$ cat src/rtl/mw_pkg.sv
// Shared encodings for the serial EEPROM slave.
// Assumes the 16-bit word organisation used throughout the block.
package mw_pkg;
    localparam int WORD_W = 16;

    localparam logic [1:0] OP_READ  = 2'b10;
    localparam logic [1:0] OP_WRITE = 2'b01;
    localparam logic [1:0] OP_CTRL  = 2'b00;

    localparam logic [1:0] SUB_UNLOCK = 2'b11;
    localparam logic [1:0] SUB_LOCK   = 2'b00;

    typedef enum logic [2:0] {
        S_IDLE,
        S_OPC,
        S_ADDR,
        S_RD_OUT,
        S_WR_DATA,
        S_WR_TAIL,
        S_SINK,
        S_BUSY
    } mw_state_e;
endpackage

$ cat src/rtl/mw_bus_sync.sv
// Brings the three bus inputs into the clk domain and derives edge pulses.
// Assumes each bus level is held for more than STAGES+1 clk cycles.
module mw_bus_sync #(
    parameter int STAGES = 2
) (
    input  logic clk,
    input  logic rst_n,
    input  logic cs_in,
    input  logic sclk_in,
    input  logic din_in,
    output logic cs_s,
    output logic din_s,
    output logic sclk_rise,
    output logic cs_fall
);
    localparam int TOP = STAGES - 1;

    logic [STAGES-1:0] cs_pipe;
    logic [STAGES-1:0] sclk_pipe;
    logic [STAGES-1:0] din_pipe;
    logic              sclk_prev;
    logic              cs_prev;

    // Synchroniser chains plus one delayed copy for edge detection.
    always_ff @(posedge clk) begin
        if (!rst_n) begin
            cs_pipe   <= '0;
            sclk_pipe <= '0;
            din_pipe  <= '0;
            sclk_prev <= 1'b0;
            cs_prev   <= 1'b0;
        end else begin
            cs_pipe   <= {cs_pipe[STAGES-2:0], cs_in};
            sclk_pipe <= {sclk_pipe[STAGES-2:0], sclk_in};
            din_pipe  <= {din_pipe[STAGES-2:0], din_in};
            sclk_prev <= sclk_pipe[TOP];
            cs_prev   <= cs_pipe[TOP];
        end
    end

    // Synchronised levels and single-cycle edge pulses.
    always_comb begin
        cs_s      = cs_pipe[TOP];
        din_s     = din_pipe[TOP];
        sclk_rise = sclk_pipe[TOP] & ~sclk_prev;
        cs_fall   = cs_prev & ~cs_pipe[TOP];
    end
endmodule

$ cat src/rtl/mw_word_store.sv
// Register array of DEPTH words, one synchronous write port and one combinational read port.
// Assumes waddr and raddr are always inside the array (AW = clog2(DEPTH)).
module mw_word_store #(
    parameter int DEPTH = 64,
    parameter int AW    = $clog2(DEPTH),
    parameter int DW    = 16
) (
    input  logic          clk,
    input  logic          rst_n,
    input  logic          we,
    input  logic [AW-1:0] waddr,
    input  logic [DW-1:0] wdata,
    input  logic [AW-1:0] raddr,
    output logic [DW-1:0] rdata
);
    logic [DW-1:0] words [DEPTH];

    for (genvar i = 0; i < DEPTH; i++) begin : g_word
        logic [DW-1:0] q;

        // One word register: resets to all ones, replaced whole on a matching write.
        always_ff @(posedge clk) begin
            if (!rst_n) begin
                q <= '1;
            end else if (we && (waddr == AW'(i))) begin
                q <= wdata;
            end
        end

        assign words[i] = q;
    end

    // Read port.
    assign rdata = words[raddr];
endmodule

$ cat src/rtl/mw_prog_timer.sv
// Self-timed programming interval: busy for CYCLES clk cycles after start, then a done pulse.
// Assumes CYCLES >= 1 and no start while busy.
module mw_prog_timer #(
    parameter int CYCLES = 40
) (
    input  logic clk,
    input  logic rst_n,
    input  logic start,
    output logic busy,
    output logic done
);
    localparam int CW = $clog2(CYCLES + 1);

    logic [CW-1:0] remain;

    // Down-counter that holds busy for the interval and pulses done at its end.
    always_ff @(posedge clk) begin
        if (!rst_n) begin
            remain <= '0;
            busy   <= 1'b0;
            done   <= 1'b0;
        end else begin
            done <= 1'b0;
            if (start) begin
                remain <= CW'(CYCLES);
                busy   <= 1'b1;
            end else if (busy) begin
                if (remain <= CW'(1)) begin
                    busy   <= 1'b0;
                    done   <= 1'b1;
                    remain <= '0;
                end else begin
                    remain <= remain - CW'(1);
                end
            end
        end
    end

    // the end-of-interval pulse only ever follows a busy cycle.
    p_done_after_busy_r7: assert property (@(posedge clk) disable iff (!rst_n)
        done |-> $past(busy));
endmodule

$ cat src/rtl/mw_eeprom_slave.sv
// Serial EEPROM word slave: decodes start bit, opcode and address from the bus,
// streams reads, commits writes with chip-select framing and reports ready/busy.
// Assumes bus pins are slow relative to clk (see mw_bus_sync) and that DEPTH is a power of two.
module mw_eeprom_slave
    import mw_pkg::*;
#(
    parameter int DEPTH       = 64,
    parameter int PROG_CYCLES = 40
) (
    input  logic clk,
    input  logic rst_n,
    input  logic mw_cs,
    input  logic mw_sclk,
    input  logic mw_din,
    output logic mw_dout,
    output logic mw_dout_oe
);
    localparam int AW    = $clog2(DEPTH);
    localparam int CNT_W = $clog2(WORD_W);

    logic              cs_s, din_s, sclk_rise, cs_fall;
    mw_state_e         state;
    logic [1:0]        opcode;
    logic [AW-1:0]     addr;
    logic [AW-1:0]     addr_next;
    logic [CNT_W-1:0]  cnt;
    logic [WORD_W-1:0] wdata;
    logic [WORD_W-1:0] mem_rdata;
    logic              wen_q;
    logic              rd_bit;
    logic              poll_q;
    logic              mem_we;
    logic              tmr_busy, tmr_done;
    logic              bit_in;

    mw_bus_sync #(.STAGES(2)) i_sync (
        .clk       (clk),
        .rst_n     (rst_n),
        .cs_in     (mw_cs),
        .sclk_in   (mw_sclk),
        .din_in    (mw_din),
        .cs_s      (cs_s),
        .din_s     (din_s),
        .sclk_rise (sclk_rise),
        .cs_fall   (cs_fall)
    );

    mw_word_store #(.DEPTH(DEPTH), .AW(AW), .DW(WORD_W)) i_store (
        .clk   (clk),
        .rst_n (rst_n),
        .we    (mem_we),
        .waddr (addr),
        .wdata (wdata),
        .raddr (addr),
        .rdata (mem_rdata)
    );

    mw_prog_timer #(.CYCLES(PROG_CYCLES)) i_timer (
        .clk   (clk),
        .rst_n (rst_n),
        .start (mem_we),
        .busy  (tmr_busy),
        .done  (tmr_done)
    );

    // A serial bit is accepted on a clock rise while chip select is high.
    assign bit_in    = cs_s & sclk_rise;
    assign addr_next = {addr[AW-2:0], din_s};

    // Command sequencer: framing, decode, read streaming, write commit and busy wait.
    always_ff @(posedge clk) begin
        if (!rst_n) begin
            state  <= S_IDLE;
            opcode <= '0;
            addr   <= '0;
            cnt    <= '0;
            wdata  <= '0;
            wen_q  <= 1'b0;
            rd_bit <= 1'b0;
            poll_q <= 1'b0;
            mem_we <= 1'b0;
        end else begin
            mem_we <= 1'b0;
            if (cs_fall && state != S_BUSY && state != S_WR_TAIL) begin
                poll_q <= 1'b0;
            end
            case (state)
                S_IDLE: begin
                    if (bit_in && din_s) begin
                        state  <= S_OPC;
                        cnt    <= '0;
                        poll_q <= 1'b0;
                    end
                end
                S_OPC: begin
                    if (!cs_s) begin
                        state <= S_IDLE;
                    end else if (bit_in) begin
                        opcode <= {opcode[0], din_s};
                        if (cnt == CNT_W'(1)) begin
                            state <= S_ADDR;
                            cnt   <= '0;
                        end else begin
                            cnt <= cnt + CNT_W'(1);
                        end
                    end
                end
                S_ADDR: begin
                    if (!cs_s) begin
                        state <= S_IDLE;
                    end else if (bit_in) begin
                        addr <= addr_next;
                        if (cnt == CNT_W'(AW - 1)) begin
                            cnt <= '0;
                            case (opcode)
                                OP_READ: begin
                                    state  <= S_RD_OUT;
                                    rd_bit <= 1'b0;
                                end
                                OP_WRITE: begin
                                    state <= wen_q ? S_WR_DATA : S_SINK;
                                end
                                OP_CTRL: begin
                                    if (addr_next[AW-1 -: 2] == SUB_UNLOCK) begin
                                        wen_q <= 1'b1;
                                    end else if (addr_next[AW-1 -: 2] == SUB_LOCK) begin
                                        wen_q <= 1'b0;
                                    end
                                    state <= S_SINK;
                                end
                                default: state <= S_SINK;
                            endcase
                        end else begin
                            cnt <= cnt + CNT_W'(1);
                        end
                    end
                end
                S_RD_OUT: begin
                    if (!cs_s) begin
                        state <= S_IDLE;
                    end else if (bit_in) begin
                        rd_bit <= mem_rdata[~cnt];
                        if (cnt == CNT_W'(WORD_W - 1)) begin
                            addr <= addr + AW'(1);
                        end
                        cnt <= cnt + CNT_W'(1);
                    end
                end
                S_WR_DATA: begin
                    if (!cs_s) begin
                        state <= S_IDLE;
                    end else if (bit_in) begin
                        wdata <= {wdata[WORD_W-2:0], din_s};
                        if (cnt == CNT_W'(WORD_W - 1)) begin
                            state <= S_WR_TAIL;
                        end
                        cnt <= cnt + CNT_W'(1);
                    end
                end
                S_WR_TAIL: begin
                    if (!cs_s) begin
                        mem_we <= 1'b1;
                        poll_q <= 1'b1;
                        state  <= S_BUSY;
                    end else if (sclk_rise) begin
                        state <= S_SINK;
                    end
                end
                S_SINK: begin
                    if (!cs_s) begin
                        state <= S_IDLE;
                    end
                end
                S_BUSY: begin
                    if (tmr_done) begin
                        state <= S_IDLE;
                    end
                end
                default: state <= S_IDLE;
            endcase
        end
    end

    // Output driver: read data while streaming, ready/busy flag while polled.
    always_comb begin
        mw_dout_oe = cs_s && ((state == S_RD_OUT) ||
                              (poll_q && (state == S_BUSY || state == S_IDLE)));
        mw_dout    = (state == S_RD_OUT) ? rd_bit : (state != S_BUSY);
    end

    // the first bit presented after a read address is the zero bit.
    p_dummy_zero_r2: assert property (@(posedge clk) disable iff (!rst_n)
        (state == S_RD_OUT && $past(state) == S_ADDR) |-> !rd_bit);

    // a commit never happens while writes are locked.
    p_we_unlocked_r4: assert property (@(posedge clk) disable iff (!rst_n)
        mem_we |-> wen_q);

    // a polled busy interval shows an enabled low output.
    p_status_low_r7: assert property (@(posedge clk) disable iff (!rst_n)
        (tmr_busy && cs_s) |-> (mw_dout_oe && !mw_dout));

    // the sequencer decodes nothing while the timer runs.
    p_busy_quiet_r8: assert property (@(posedge clk) disable iff (!rst_n)
        tmr_busy |-> (state == S_BUSY));

    // each commit is followed by the programming interval.
    p_commit_busy_r5: assert property (@(posedge clk) disable iff (!rst_n)
        mem_we |=> tmr_busy);
endmodule

$ cat config.mk
export PLATFORM = sky130hd
export DESIGN_NAME = mw_eeprom_slave
export DESIGN_NICKNAME = d
export VERILOG_FILES = /design/src/rtl/mw_pkg.sv /design/src/rtl/mw_bus_sync.sv /design/src/rtl/mw_word_store.sv /design/src/rtl/mw_prog_timer.sv /design/src/rtl/mw_eeprom_slave.sv
export SDC_FILE = /design/constraint.sdc
export NUM_CORES = 2
export LEC_CHECK = 0
export BUFFER_PORTS_ARGS = -buffer_cell sky130_fd_sc_hd__buf_2
export CAP_MARGIN = 20
export CORE_MARGIN = 2
export CORE_UTILIZATION = 30
export CTS_CLUSTER_SIZE = 14
export DETAILED_ROUTE_END_ITERATION = 8
export PLACE_DENSITY = 0.45
export SLEW_MARGIN = 40
export SYNTH_ARGS = -nofsm -noshare
export SYNTH_HDL_FRONTEND = slang
export SYNTH_SLANG_ARGS = --single-unit
export TNS_END_PERCENT = 30
$ cat constraint.sdc
create_clock -name clk -period 3.8 [get_ports clk]
set_input_delay 0.19 -clock clk [delete_from_list [all_inputs] [get_ports clk]]
set_output_delay 0.19 -clock clk [all_outputs]
set_load 0.1 [all_outputs]
== Word level (Yosys, flattened, before mapping) ==
Cells that the tools add are included.

* Muxes and demuxes: 60
* $lt $le $gt $ge: 3
* Eq/ne operators: 99
* Reductions and logical operators: 91
* Bitwise gates (word level): 9
* Add/sub/neg operators: 3

{| class="wikitable"
|+ Operator list
! operator !! count
|-
| $eq 6x6->1 const B || 32
|-
| $bmux 16 s6 || 1
|-
| $eq 6x5->1 const B || 16
|-
| $logic_and 1x1->1 || 69
|-
| $eq 6x4->1 const B || 8
|-
| $mux 6 || 8
|-
| $mux 3 || 14
|-
| $mux 4 || 9
|-
| $mux 16 || 2
|-
| $ne 3x3->1 const B || 9
|-
| $eq 6x3->1 const B || 4
|-
| $pmux 3 s7 || 1
|-
| $mux 1 || 18
|-
| $pmux 4 s4 || 1
|-
| $ne 2x1->1 const B || 7
|-
| $ne 2x2->1 const B || 7
|-
| $eq 3x3->1 const B || 4
|-
| $eq 6x2->1 const B || 2
|-
| $pmux 6 s2 || 1
|-
| $reduce_and 6->1 || 2
|-
| $reduce_and 10->1 || 1
|-
| $reduce_and 8->1 || 1
|-
| $ge 7x7->1 const B || 1
|-
| $not 6->7 || 1
|-
| 31 further kinds || 46
|}

* Register bits: 1075
* Bits of input ports: 5

== Longest topological paths before layout ==
* Word-level depth: 9
* Gate-level depth with buffers: 14
* Depth with buffers taken out: 9

== Modules after synthesis ==
A second synthesis with hierarchy kept.

* Cells, all modules: 5563
* Area, all modules: 46387.0 sq um

{| class="wikitable"
|+ Modules (own cells, without submodules)
! module !! cells each !! sequential area each (sq um) !! times used !! area each (sq um)
|-
| mw_word_store || 5265 || 20499.7 || 1 || 43838.3
|-
| mw_eeprom_slave || 237 || 700.7 || 1 || 1921.8
|-
| mw_prog_timer || 43 || 160.2 || 1 || 404.1
|-
| mw_bus_sync || 18 || 160.2 || 1 || 222.7
|}

== Worst setup path before layout ==
Ideal clock, no wire load.

* Path type: flip-flop to flip-flop
* Start: reg addr[0]
* End: reg i_store.g_word[62].q[10]
* Arrival time: 2.694 ns
* Path slack: 1.043 ns
* Stages on the path, launching flop included: 15
* Setup time: 0.063 ns
* Buffers on the path: 8
* Path through: dfxtp_1 > buf_6 > buf_8 > buf_6 > buf_6 > inv_1 > buf_4 > buf_2 > ha_1 > clkbuf_1 > nand2_1 > nor2_1 > clkbuf_1 > nand2_1 > nand3_1

* Longest elaborated chain between the ends: 2

{| class="wikitable"
|+ RTL lines
! what !! RTL line !! source
|-
| start: declaration || mw_eeprom_slave.sv:24 || <nowiki>logic [AW-1:0] addr;</nowiki>
|-
| start signal: assignment || mw_eeprom_slave.sv:112 || <nowiki>addr <= addr_next;</nowiki>
|-
| start signal: assignment || mw_eeprom_slave.sv:144 || <nowiki>addr <= addr + AW'(1);</nowiki>
|-
| $eq 6x6->1 || mw_word_store.sv:25 || <nowiki>end else if (we && (waddr == AW'(i))) begin</nowiki>
|-
| $logic_and 1x1->1 || mw_word_store.sv:25 ||
|-
| end signal: assignment || mw_word_store.sv:26 || <nowiki>q <= wdata;</nowiki>
|-
| end: declaration || mw_word_store.sv:19 || <nowiki>logic [DW-1:0] q;</nowiki>
|}

No other way between the ends.
A chain may end at the register's enable or synchronous reset.

== Final worst setup path ==
* Start: reg addr[0]
* End: reg rd_bit

* Longest elaborated chain between the ends: 9

{| class="wikitable"
|+ RTL lines
! what !! RTL line !! source
|-
| $not 6->7 (not written as such) || mw_word_store.sv:34 || <nowiki>assign rdata = words[raddr];</nowiki>
|-
| $bmux 16 s6 || mw_word_store.sv:34 ||
|-
| $mux 16 (not written as such) (2 in series) || mw_word_store.sv:34 ||
|-
| $bmux 1 s4 || mw_eeprom_slave.sv:142 || <nowiki>rd_bit <= mem_rdata[~cnt];</nowiki>
|-
| $mux 1 (not written as such) || mw_eeprom_slave.sv:142 ||
|-
| $mux 1 || mw_eeprom_slave.sv:141 || <nowiki>end else if (bit_in) begin</nowiki>
|-
| $mux 1 || mw_eeprom_slave.sv:139 || <nowiki>if (!cs_s) begin</nowiki>
|-
| $pmux 1 s2 || mw_eeprom_slave.sv:87 || <nowiki>case (state)</nowiki>
|-
| end signal: assignment || mw_eeprom_slave.sv:142 ||
|-
| end: declaration || mw_eeprom_slave.sv:30 || <nowiki>logic rd_bit;</nowiki>
|}

No other way between the ends. The select of a mux whose other input is x is not followed.

==> impl_metrics.toml <==
[sta]
slew_headroom_pct = 34.18
fin_crit_sh_pct = 90.96
tightest_slew_ns = 0.9624
fmax_mhz = 289.3
skew_ns = 0.04457
tns_ns = 0
hold_violations = 0
drv_slew = 0
finalSetupViolCount = 0
period_minus_slack_ns = 3.456
rsz0062_at_grt = "false"

[floorplan]
ios = 7
coreArea_mm2 = 0.1539
start_util_pct = 30.17
dieWidth_um = 397.4
rows = 144
design.die.area_mm2 = 0.1579
die_h_um = 397.4

[cts]
postCtsSetupBuffers = 0
cts_made_buffers = 119
cts_root_buf = "clkbuf_16"
post_cts_resize_count = 0
postCtsHoldBufs = 7
cts_htree_levels = 3
clock-sinks = 1075
cts_buffer_depth = 3
clk_pin_slew_ns = 0.07
clk_latency_ns = 0.77
cts_tree = "done"

[power]
leakage_nw = 22.67
ir_worst_vdd_mv = 0.3228
fin_total_pwr_mw = 24.37
p_per_area_mw_per_mm2 = 451.9

[setup_path]
endpoint_kind = "flop"
critical_path_class = "reg2reg"
cp_data_arrival_time_ns = 4.11
critPathLaunchType = "flop"
crit_fanout = 33
required_ns = 4.45
r2r_setup_slack_ns = 0.34

[global_routing]
antenna_found_initial = 2
grt_pass1_wl_mm = 266.6
grt.total_usage_pct = 22.40
grt_max_degree = 192
grt_pass1_vias = 38100
grt_overflow = 0

[final_layout]
area_growth_pct = 16.17
drive_gt1_share_pct = 13.92
layout_common_cells = "nand2_1, nand3_1, dfxtp_1, mux4_2, buf_4"
fillCellCount = 15730
nets = 5521
final_common_cell = "nand2_1"
layout.cells.non_filler = 7649
antenna_cells = 0

[synth]
yosysSeqAreaShare_pct = 46.36
ys_warn_count = 0
synth_flop_cell = "dfxtp_1"
synth-edff-count = 0
synthCells = 5604
synth_fp_nets = 5622
synth_cell_types = 70
synth_area_mm2 = 0.04642
avgSynthCellArea_um2 = 8.284
ys_seq_elements = 1075
async_flop_share_pct = 0

[detailed_routing]
antenna_left = 0
dr.pass1.iters = 5
wl_per_cell_um = 23.40
viasPerCell = 5.260
drt_iter0_drc = 4252
drc = 0
vias = 40230
wirelength_mm = 179.0

[placement]
dpl.cell_count = 7416
io_buffers = 6
dp.final_hpwl_mm = 112.3
routabilityCongestion = 0.8868

[flow_run]
maxCapViolations = 0

[worst_hold_path]
worst_hold_path_type = "in2reg"

[status]
status = "complete, no violations"
synth_stat cells, drive strengths merged (3+ instances only):
master      n  share of area [%]
nand2    2170                 18
nand3    1107                 12
dfxtp    1075                 46
clkbuf    396                3.2
mux4      256                 12
nor2      106               0.86
buf        99                1.4
a22oi      39               0.63
mux2i      38               0.82
nor2b      25               0.34
a21oi      22               0.24
a21boi     21               0.34
o21ai      21               0.23
inv        20               0.16
and2       16               0.22
mux2       15               0.36
nor3       15               0.16
o22ai      15               0.20
a31oi      14               0.19
ha         13               0.35
nand2b     10               0.13
a211oi      9               0.15
nor4        7              0.094
a2111oi     6               0.11
nand4       6              0.081
a22o        5              0.094
o31ai       5              0.081
nand3b      4              0.065
nor3b       4              0.065
nor4b       4              0.075
a221oi      3              0.057
a2bb2oi     3              0.057
a32oi       3              0.057
and3        3              0.040
o2111ai     3              0.057
o211ai      3              0.049
o311a       3              0.065
or3         3              0.040
xnor2       3              0.057
where the power goes:
group	switching [mW]	leakage (nW)	internal (mW)
combinational	0.330	11.8	0.127
sequential	0.0477	8.72	11.3
clock	5.03	2.12	7.56
worst max-delay path, cell delays in order (launching register included):
cell and delay, ns:
dfxtp_4 0.49, buf_12 0.30, buf_4 0.26, mux4_2 0.51
mux2i_1 0.46, a22oi_1 0.17, a311oi_1 0.57, buf_4 0.21
nor3b_1 0.04, o22ai_1 0.19, a21oi_1 0.09
path summary, 6_finish.rpt:
path / start / to / depth (start not counted)
setup reg to reg: addr[0] / rd_bit / 10
hold / removal: rst_n / i_store.g_word[27].q[9] / 3
setup / recovery: addr[0] / rd_bit / 10
hold reg to reg: i_store.g_word[42].q[10] / i_store.g_word[42].q[10] / 2
final cells by class:
cell class                 instances  area [µm²]  area share (%)
multi-input combinational       4014       22760           42.21
sequential                      1075       21590           40.04
clock buffer                     176        3684           6.830
timing repair buffer             273        2660           4.933
tap                             2044        2557           4.742
clock inverter                    47       595.6           1.104
inverter                          20       75.07          0.1392
sequential cells by signal, summed over array words and instances (netlist names):
register	cells
addr	6
wen_q	1
state	3
i_sync.cs_prev	1
i_store.g_word.q	1024
mem_we	1
i_sync.sclk_prev	1
i_sync.din_pipe	2
i_timer.done	1
i_sync.sclk_pipe	2
cnt	4
rd_bit	1
i_timer.busy	1
i_timer.remain	6
i_sync.cs_pipe	2
wdata	16
poll_q	1
opcode	2
stage by stage:
stage | setup slack [ns] | cell area (µm²) | hold WS [ns] | utilization, %
6_report | 0.3436 | 53930 | 0.4455 | 35.05
3_3_place_gp | 0.4694 | 49170 | 0.4062 | 31.96
4_1_cts | 0.4380 | 53830 | 0.3968 | 34.98
5_1_grt | 0.2690 | 53930 | 0.4524 | 35.05
3_5_place_dp | 0.4541 | 49480 | 0.4033 | 32.16
2_1_floorplan | 1.043 | 46420 | 0.3173 | -
metal layers:
metal	wire length [µm]	GRT usage, %	up-vias
met5	20	0	-
met1	80850	31.80	19850
met4	5391	7.001	2
met2	80480	34.76	1394
li1	-	-	18720
met3	12280	3.498	261
cells by family after synthesis:
logic type / share of synthesized area [%]
adder cells (fa/ha/maj): 0.3504
multiplexers: 13.60
XOR/XNOR: 0.09435
AND/OR/NAND/NOR: 31.81
buffers and inverters: 4.738
flip-flops: 46.36
AO/OA/AOI/OAI: 3.043
(Power assumes the default switching activity.)
